<file path="src/rtl/spp_pkg.sv">
package spp_pkg;
  localparam int WORD_W   = 64;
  localparam int ITEM_W   = 32;
  localparam int PAD_FLAG = 63;

  typedef enum logic [1:0] {
    ST_HDR  = 2'd0,
    ST_BODY = 2'd1,
    ST_PAD  = 2'd2
  } spp_state_e;
endpackage

</file>
<file path="src/rtl/spp_hdr_decode.sv">
module spp_hdr_decode #(
  parameter int TYPE_W = 4,
  parameter int ADDR_W = 28,
  parameter int SIZE_W = 16,
  parameter logic [TYPE_W-1:0] FLUSH_CODE = '1
) (
  input  logic [spp_pkg::WORD_W-1:0] word,
  output logic [TYPE_W-1:0]          hdr_type,
  output logic [ADDR_W-1:0]          hdr_addr,
  output logic [SIZE_W-1:0]          body_words,
  output logic                       is_flush
);
  localparam int TYPE_LSB = spp_pkg::WORD_W - TYPE_W;
  localparam int ADDR_LSB = TYPE_LSB - ADDR_W;

  logic [SIZE_W-1:0] size_items;

  always_comb begin
    hdr_type   = word[TYPE_LSB +: TYPE_W];
    hdr_addr   = word[ADDR_LSB +: ADDR_W];
    size_items = word[SIZE_W-1:0];
    // two items per body word; an odd last item rides in the trailer
    body_words = size_items >> 1;
    is_flush   = (hdr_type == FLUSH_CODE);
  end
endmodule

</file>
<file path="src/rtl/spp_emit_reg.sv">
module spp_emit_reg #(
  parameter int TYPE_W = 4,
  parameter int ADDR_W = 28
) (
  input  logic                       clk,
  input  logic                       rst,
  input  logic                       load,
  input  logic [TYPE_W-1:0]          load_type,
  input  logic [ADDR_W-1:0]          load_addr,
  input  logic [spp_pkg::ITEM_W-1:0] load_data,
  output logic                       q_valid,
  output logic [TYPE_W-1:0]          q_type,
  output logic [ADDR_W-1:0]          q_addr,
  output logic [spp_pkg::ITEM_W-1:0] q_data
);
  always_ff @(posedge clk) begin
    if (rst) begin
      q_valid <= 1'b0;
      q_type  <= '0;
      q_addr  <= '0;
      q_data  <= '0;
    end else begin
      q_valid <= load;
      if (load) begin
        q_type <= load_type;
        q_addr <= load_addr;
        q_data <= load_data;
      end
    end
  end
endmodule

</file>
<file path="src/rtl/subpacket_parser.sv">
module subpacket_parser #(
  parameter int TYPE_W = 4,
  parameter int ADDR_W = 28,
  parameter int SIZE_W = 16,
  parameter logic [TYPE_W-1:0] FLUSH_CODE = '1
) (
  input  logic                       clk,
  input  logic                       rst,
  input  logic                       in_valid,
  output logic                       in_ready,
  input  logic [spp_pkg::WORD_W-1:0] in_data,
  input  logic                       in_eod,
  output logic                       out_valid,
  output logic [TYPE_W-1:0]          out_type,
  output logic [ADDR_W-1:0]          out_addr,
  output logic [spp_pkg::ITEM_W-1:0] out_data,
  output logic                       err_trunc
);
  import spp_pkg::*;

  localparam int HALF = ITEM_W;

  spp_state_e          state;
  logic [SIZE_W-1:0]   remain;
  logic [TYPE_W-1:0]   cur_type;
  logic [ADDR_W-1:0]   cur_addr;
  logic                drop;
  logic                half_pend;
  logic [HALF-1:0]     half_data;
  logic                err_q;

  logic [TYPE_W-1:0]   hdr_type;
  logic [ADDR_W-1:0]   hdr_addr;
  logic [SIZE_W-1:0]   body_words;
  logic                is_flush;

  logic                accept;
  logic                emit;
  logic [HALF-1:0]     emit_data;

  spp_hdr_decode #(
    .TYPE_W(TYPE_W), .ADDR_W(ADDR_W), .SIZE_W(SIZE_W), .FLUSH_CODE(FLUSH_CODE)
  ) u_dec (
    .word(in_data), .hdr_type(hdr_type), .hdr_addr(hdr_addr),
    .body_words(body_words), .is_flush(is_flush)
  );

  assign in_ready  = !half_pend;
  assign accept    = in_valid && in_ready;
  assign err_trunc = err_q;

  always_comb begin
    emit      = 1'b0;
    emit_data = in_data[HALF-1:0];
    if (half_pend) begin
      emit      = 1'b1;
      emit_data = half_data;
    end else if (accept && !drop) begin
      if (state == ST_BODY)     emit = 1'b1;
      else if (state == ST_PAD) emit = in_data[PAD_FLAG];
    end
  end

  always_ff @(posedge clk) begin
    if (rst) begin
      state     <= ST_HDR;
      remain    <= '0;
      cur_type  <= '0;
      cur_addr  <= '0;
      drop      <= 1'b0;
      half_pend <= 1'b0;
      half_data <= '0;
      err_q     <= 1'b0;
    end else begin
      if (emit) cur_addr <= cur_addr + 1'b1;
      if (half_pend) begin
        half_pend <= 1'b0;
      end else if (accept) begin
        case (state)
          ST_HDR: begin
            cur_type <= hdr_type;
            cur_addr <= hdr_addr;
            drop     <= is_flush;
            remain   <= body_words;
            if (in_eod)                err_q <= 1'b1;
            else if (body_words == '0) state <= ST_PAD;
            else                       state <= ST_BODY;
          end
          ST_BODY: begin
            if (!drop) begin
              half_pend <= 1'b1;
              half_data <= in_data[2*HALF-1:HALF];
            end
            remain <= remain - 1'b1;
            if (in_eod) begin
              err_q <= 1'b1;
              state <= ST_HDR;
            end else if (remain == SIZE_W'(1)) begin
              state <= ST_PAD;
            end
          end
          default: state <= ST_HDR;
        endcase
      end
    end
  end

  spp_emit_reg #(.TYPE_W(TYPE_W), .ADDR_W(ADDR_W)) u_out (
    .clk(clk), .rst(rst), .load(emit),
    .load_type(cur_type), .load_addr(cur_addr), .load_data(emit_data),
    .q_valid(out_valid), .q_type(out_type), .q_addr(out_addr), .q_data(out_data)
  );
endmodule

</file>
<file path="config.mk">
export PLATFORM = sky130hd
export DESIGN_NAME = subpacket_parser
export DESIGN_NICKNAME = d
export VERILOG_FILES = /design/src/rtl/spp_pkg.sv /design/src/rtl/spp_hdr_decode.sv /design/src/rtl/spp_emit_reg.sv /design/src/rtl/subpacket_parser.sv
export SDC_FILE = /design/constraint.sdc
export NUM_CORES = 1
export LEC_CHECK = 0
export ABC_AREA = 1
export CORE_ASPECT_RATIO = 0.9
export CORE_MARGIN = 2
export CORE_UTILIZATION = 55
export CTS_BUF_LIST = sky130_fd_sc_hd__clkbuf_8
export CTS_CLUSTER_SIZE = 24
export DETAILED_ROUTE_END_ITERATION = 8
export PLACE_DENSITY = 0.81
export SYNTH_ARGS = -nofsm -noshare
export SYNTH_HDL_FRONTEND = slang
export SYNTH_SLANG_ARGS = --single-unit
</file>
<file path="constraint.sdc">
create_clock -name clk -period 3.95 [get_ports clk]
set_clock_uncertainty 0.15 [all_clocks]
set_input_delay 0.5925 -clock clk [delete_from_list [all_inputs] [get_ports clk]]
set_output_delay 0.5925 -clock clk [all_outputs]
set_load 0.01 [all_outputs]
</file>
==> run metrics, run 1 <==
outcome complete, no violations; arrival time at the worst endpoint approximately 1.9 ns; Hold Crit Depth 2; multi-input combinational cell area roughly 3400 um^2; Rows 38; initial core utilization about 57%; Final Max Slew Viols 0; Die Height ~110 um; Post-CTS Setup Bufs 0; commonest non-fill, non-tap cell in the layout nand2_1; clock root buffer clkbuf_8; residual DRC count 0; final setup fails 0; worst vdd ir around 0.31 mV; top cell type's share of synthesized area a little over two fifths; clock share of power 28.3%; largest cells by area after synthesis dfxtp_1, nand2_1, o21ai_0; clock sinks 150; Worst Path Max Fanout 37; share of post-route cells with drive strength above 1 about 5.2%; TritonCTS clock tree done; post-layout util a little under three quarters; drt first pass iters 5; Hold Buf Count CTS 0; Total Neg Setup Slack 0 ns; max-cap viol count 0; synthesized instance count a little over 1000; DRT iter0 DRCs between 700 and 800; CTS Buffer Depth 2; input/output buffers 134; Slew headroom between 30% and 40%; Storage cell area about 3000 um^2; Reg clk slew, reported paths 0.08 ns; dpl cells 1273; cells on worst reg2reg path 7; Cell Area, Synth between 6000 and 7000 um^2; GRT Util Overall 30.3%; FILL cells roughly 1100; Seq cells post-synth 150; GP Congestion 0.938; worst path cell trace inv_2 > buf_4 > clkdlybuf4s50_1; synthesis warning total 0; slowest CP cell clkdlybuf4s50_1; Non-Filler Instances 1305; Worst Tran Pin Value slightly above 0.9 ns; register area share after synthesis between 40 and 50%; Worst EP required around 3.2 ns; Comb power frac 23.6%; Overflow after GRT 0; cell-internal power 2.55 mW; max frequency 384 MHz; Setup CP Type reg2out; PwrDens 436 nW/um^2; highest-count cells in the layout ignoring fill and taps nand2_1, nor2_1, dfxtp_1; routed wire length between 20 and 25 mm; vias per inst approximately 5.5; Post-Syn Area per Cell around 6.8 um^2; RSZ-0062 raised after global routing false; PostCTS Resize Cnt 0; Max H-tree Level 4; Inserted Diodes 0; Clk Latency, worst-skew pair between 0.4 and 0.5 ns; post-DP HPWL 14.5 mm; Worst Hold Class reg2reg; area delta synth->final 24.6%; largest net degree at the start of global routing 63; initial antenna violation count 0; die area 13600 um^2; Yosys top cell by area dfxtp_1; drt wl/cell between 15 and 20 um; core area about 12000 um^2; nets about 1200; Flop pwr share 48.1%; vias in the first global route roughly 6200; minimum clock period around 2.6 ns; I/O pin cnt 135; switching part of the total power roughly a third; via count a little over 7000; Yosys cell types 33; peak per-stage delay on the critical path ~0.62 ns; first-pass GRT wire length 32.4 mm; crit path capture type output pin; CP Launch Type register; syn_nets approximately 1100; Hold Violations, Final 0; switching pwr about 1.2 mW; Leak Pwr ~3.6 nW; CTS buffer count 17; fin crit share 65.9%; ANT nets after route 0; Die Wd 123 um
-- registers in the layout (all words and copies together) (netlist names) --
register,count
half_data,32
err_trunc,1
cur_type,4
state,2
remain,16
u_out.q_data,32
u_out.q_addr,28
drop,1
cur_addr,28
half_pend,1
u_out.q_type,4
u_out.q_valid,1
-- stage by stage --
step	power, mW	worst slack [ns]	hold WS (ns)	area, um^2
6_report	3.78	1.35	0.303	8660
3_3_place_gp	2.71	1.11	0.294	8310
3_5_place_dp	2.72	1.05	0.297	8310
5_1_grt	3.97	1.14	0.329	8660
4_1_cts	3.78	1.33	0.302	8660
2_1_floorplan	2.35	2.24	0.280	6960
-- final cells by class --
cell class | instances | share of cell area, %
Inverter | 80 | 3.47
Multi-Input combinational cell | 737 | 38.9
Clock buffer | 20 | 3.18
Clock inverter | 12 | 0.924
Timing Repair Buffer | 146 | 16.5
Sequential cell | 150 | 34.7
Tap cell | 160 | 2.31
-- Yosys cell counts --
master and n:
nor3_1 5, a21oi_1 55, ha_1 3, nand2_1 253, xor2_1 8, clkbuf_1 31, o211a_1 1, o211ai_1 4
a21oi_4 1, a21oi_2 1, inv_2 4, clkinv_1 1, nand3b_1 3, o21bai_1 2, o21ai_0 125, dfxtp_1 150
nand4_1 19, nand2_2 5, or2_2 2, nand3_1 42, o21ai_1 6, nand3_2 1, inv_1 75, buf_2 13
buf_6 2, o22ai_1 1, a31oi_1 38, clkbuf_2 1, nor2_4 1, buf_4 10, nor2_1 158, a211oi_1 2
nor2_2 1
-- power groups by stage --
stage          Clock, mW  Combinational (mW)  Sequential, mW
3_3_place_gp           0               0.865            1.84
5_1_grt             1.14               0.996            1.84
6_report            1.07               0.893            1.82
3_5_place_dp           0               0.880            1.84
4_1_cts             1.08               0.888            1.81
2_1_floorplan          0               0.499            1.85
-- cells by family after synthesis --
group / count (synthesis) / share of synthesized area, %
AND/OR/NAND/NOR: 490 / 28.6
AO/OA/AOI/OAI: 236 / 18.3
flip-flops: 150 / 43.2
buffers and inverters: 137 / 8.40
XOR/XNOR: 8 / 1.01
adder cells (fa/ha/maj): 3 / 0.540
-- per-layer routing --
metal | vias up | global-route usage [%] | wire length [um]
met4 | 0 | 8.81 | 327
li1 | 3564 | - | -
met2 | 330 | 42.7 | 8420
met5 | - | 0 | 0
met1 | 3249 | 45.7 | 9540
met3 | 26 | 6.89 | 1960
-- worst max-delay path: cells and delay by family (launching register included) --
kind / cells / cell delay (ns)
buf+inv: 3 / 1.07
flops: 1 / 0.32
-- worst paths after layout --
kind | endpoint | slack [ns] | from
worst max register to register | u_out.q_data[18]$_SDFFE_PP0N_ | 1.35 | state[0]$_SDFFE_PP0P_
worst min-delay path | u_out.q_type[2]$_SDFFE_PP0N_ | 0.30 | cur_type[2]$_SDFFE_PP0P_
worst max-delay path | in_ready | 1.35 | half_pend$_SDFF_PP0_
worst min register to register | u_out.q_type[2]$_SDFFE_PP0N_ | 0.30 | cur_type[2]$_SDFFE_PP0P_
(Power assumes the default switching activity.)
==> run 2, diff against run 1 <==
--- a/config.mk
+++ b/config.mk
@@ -8,11 +8,11 @@
 export ABC_AREA = 1
 export CORE_ASPECT_RATIO = 0.9
 export CORE_MARGIN = 2
-export CORE_UTILIZATION = 55
+export CORE_UTILIZATION = 54
 export CTS_BUF_LIST = sky130_fd_sc_hd__clkbuf_8
 export CTS_CLUSTER_SIZE = 24
 export DETAILED_ROUTE_END_ITERATION = 8
-export PLACE_DENSITY = 0.81
+export PLACE_DENSITY = 0.8
 export SYNTH_ARGS = -nofsm -noshare
 export SYNTH_HDL_FRONTEND = slang
 export SYNTH_SLANG_ARGS = --single-unit
==> constraint.sdc (replaced) <==
create_clock -name clk -period 2.7 [get_ports clk]
set_clock_uncertainty 0.15 [all_clocks]
set_input_delay 0.405 -clock clk [delete_from_list [all_inputs] [get_ports clk]]
set_output_delay 0.405 -clock clk [all_outputs]
set_load 0.01 [all_outputs]
==> run 2 against run 1 <==
Compared with the run above: worst setup slack got worse by 0.78 ns; via count increased by 0.32%; count of clock-buffer cells in the layout is 1 higher; sequential cell count stayed put; critical path depth fell by 1; critical path type unchanged; die area is 1.8% higher; first-iteration DRC count is 17% higher; utilization down 1.2 points.
==> run metrics, run 2 (synthesized netlist as in run 1, its figures left out) <==
post-DP HPWL 14.8 mm; residual DRC count 0; clock sinks 150; post-route cell area a little under 9000 um^2; Placement Cell Area 8400 um^2; I/O pin cnt between 100 and 150; Slew headroom 61.0%; CTS Buffer Depth 2; vias in the first global route about 6200; Overflow after GRT 0; commonest non-fill, non-tap cell in the layout nand2_1; PostCTS Resize Cnt 0; drt wl/cell around 16 um; CTS buffer count 17; Worst Path Max Fanout 7; TritonCTS clock tree done; reg2reg start half_pend$_SDFF_PP0_; cells on worst reg2reg path 8; RR Endpoint u_out.q_data[19]$_SDFFE_PP0N_; Rows 39; GRT Util Overall a little under a third; post-layout util approximately 70%; Setup CP Type reg2out; ANT nets after route 0; initial antenna violation count 0; Hold Crit Depth 2; routed wire length 20.8 mm; Total Neg Setup Slack 0 ns; initial core utilization 55.0%; die area 13800 um^2; via count between 7000 and 8000; highest-count cells in the layout ignoring fill and taps nand2_1, nor2_1, dfxtp_1; Non-Filler Instances ~1300; max frequency around 470 MHz; Worst EP required roughly 2.1 ns; Die Wd around 120 um; RSZ-0062 raised after global routing false; crit path capture type output pin; DRT iter0 DRCs ~900; outcome complete, no violations; worst vdd ir 0.657 mV; final setup fails 0; first-pass GRT wire length 32.9 mm; GP Congestion approximately 0.95; dpl cells around 1300; Max H-tree Level 4; Hold Violations, Final 0; Worst Hold Class reg2reg; Clk Latency, worst-skew pair 0.46 ns; Post-CTS Setup Bufs 0; vias per inst about 5.5; hold_ws 0.319 ns; area delta synth->final 26.7%; Worst Tran Pin Value 0.583 ns; nets 1208; PwrDens approximately 660 nW/um^2; WHS Endpoint cur_type[2]$_SDFFE_PP0P_; CP Launch Type register; Hold Buf Count CTS 0; Hold Crit Start cur_type[2]$_SDFFE_PP0P_; fin crit share about four fifths; Final Max Slew Viols 0; drt first pass iters 7; Largest regs half_data (32), u_out.q_data (32); Leak Pwr 3.64 nW; clock root buffer clkbuf_8; max-cap viol count 0; Die Height roughly 110 um; Reg clk slew, reported paths roughly 0.080 ns; internal reg-to-reg setup slack 0.60 ns; minimum clock period around 2.1 ns; input/output buffers ~130; arrival time at the worst endpoint ~1.6 ns; core area roughly 13000 um^2; share of post-route cells with drive strength above 1 ~5.7%; largest net degree at the start of global routing 84
[run 2: changes by cell type in the layout (fill, tap and decap cells not counted)]
cell	change
buf_12	+4
clkbuf_8	+1
bufinv_16	+2
diode_2	+1
inv_6	+1
clkinv_2	-1
clkinv_4	+1
buf_4	+1
clkinvlp_4	-4
[run 2: final cells by class]
cell class                 instances  area, um^2
fill                            1099        3820
tap                              164         205
inverter                          80         300
timing repair buffer             151        1520
multi-input combinational        737        3370
clock buffer                      21         289
sequential                       150        3000
antenna                            1        2.50
clock inverter                    11         123
[run 2: metal layers]
layer	global-route usage [%]	wire (um)	up-vias
met4	9.70	349	0
met1	47.5	9910	3230
li1	-	-	3576
met2	41.4	8430	352
met3	7.33	2110	34
met5	0	0	-
[run 2: how the worst max path moves through the flow]
stage                                 startpoint                             to  slack, ns
final                       half_pend$_SDFF_PP0_                       in_ready       0.57
after CTS                   half_pend$_SDFF_PP0_                       in_ready       0.55
after detailed placement             in_data[63]  u_out.q_data[30]$_SDFFE_PP0N_       0.29
after global routing      cur_addr[1]$_SDFF_PP0_        cur_addr[10]$_SDFF_PP0_       0.47
after floorplan           cur_addr[1]$_SDFF_PP0_        cur_addr[10]$_SDFF_PP0_       1.03
after global placement               in_data[63]        cur_addr[14]$_SDFF_PP0_       0.35
[run 2: stage by stage]
| stage | power [mW] | setup slack [ns] |
|---|---|---|
| after detailed placement | 4.02 | 0.288 |
| after CTS | 5.79 | 0.547 |
| after global placement | 4.00 | 0.350 |
| final | 5.79 | 0.565 |
| after global routing | 6.08 | 0.467 |
| after floorplan | 3.44 | 1.03 |
[run 2: where the power goes]
group | internal [mW] | switching [mW]
clock network | 0.922 | 0.866
logic | 0.587 | 0.763
registers | 2.46 | 0.190
[run 2: worst max-delay path, stage by stage, from the launching register on]
cell             delay, ns
dfxtp_1               0.32
inv_2                 0.22
clkdlybuf4s50_1       0.59
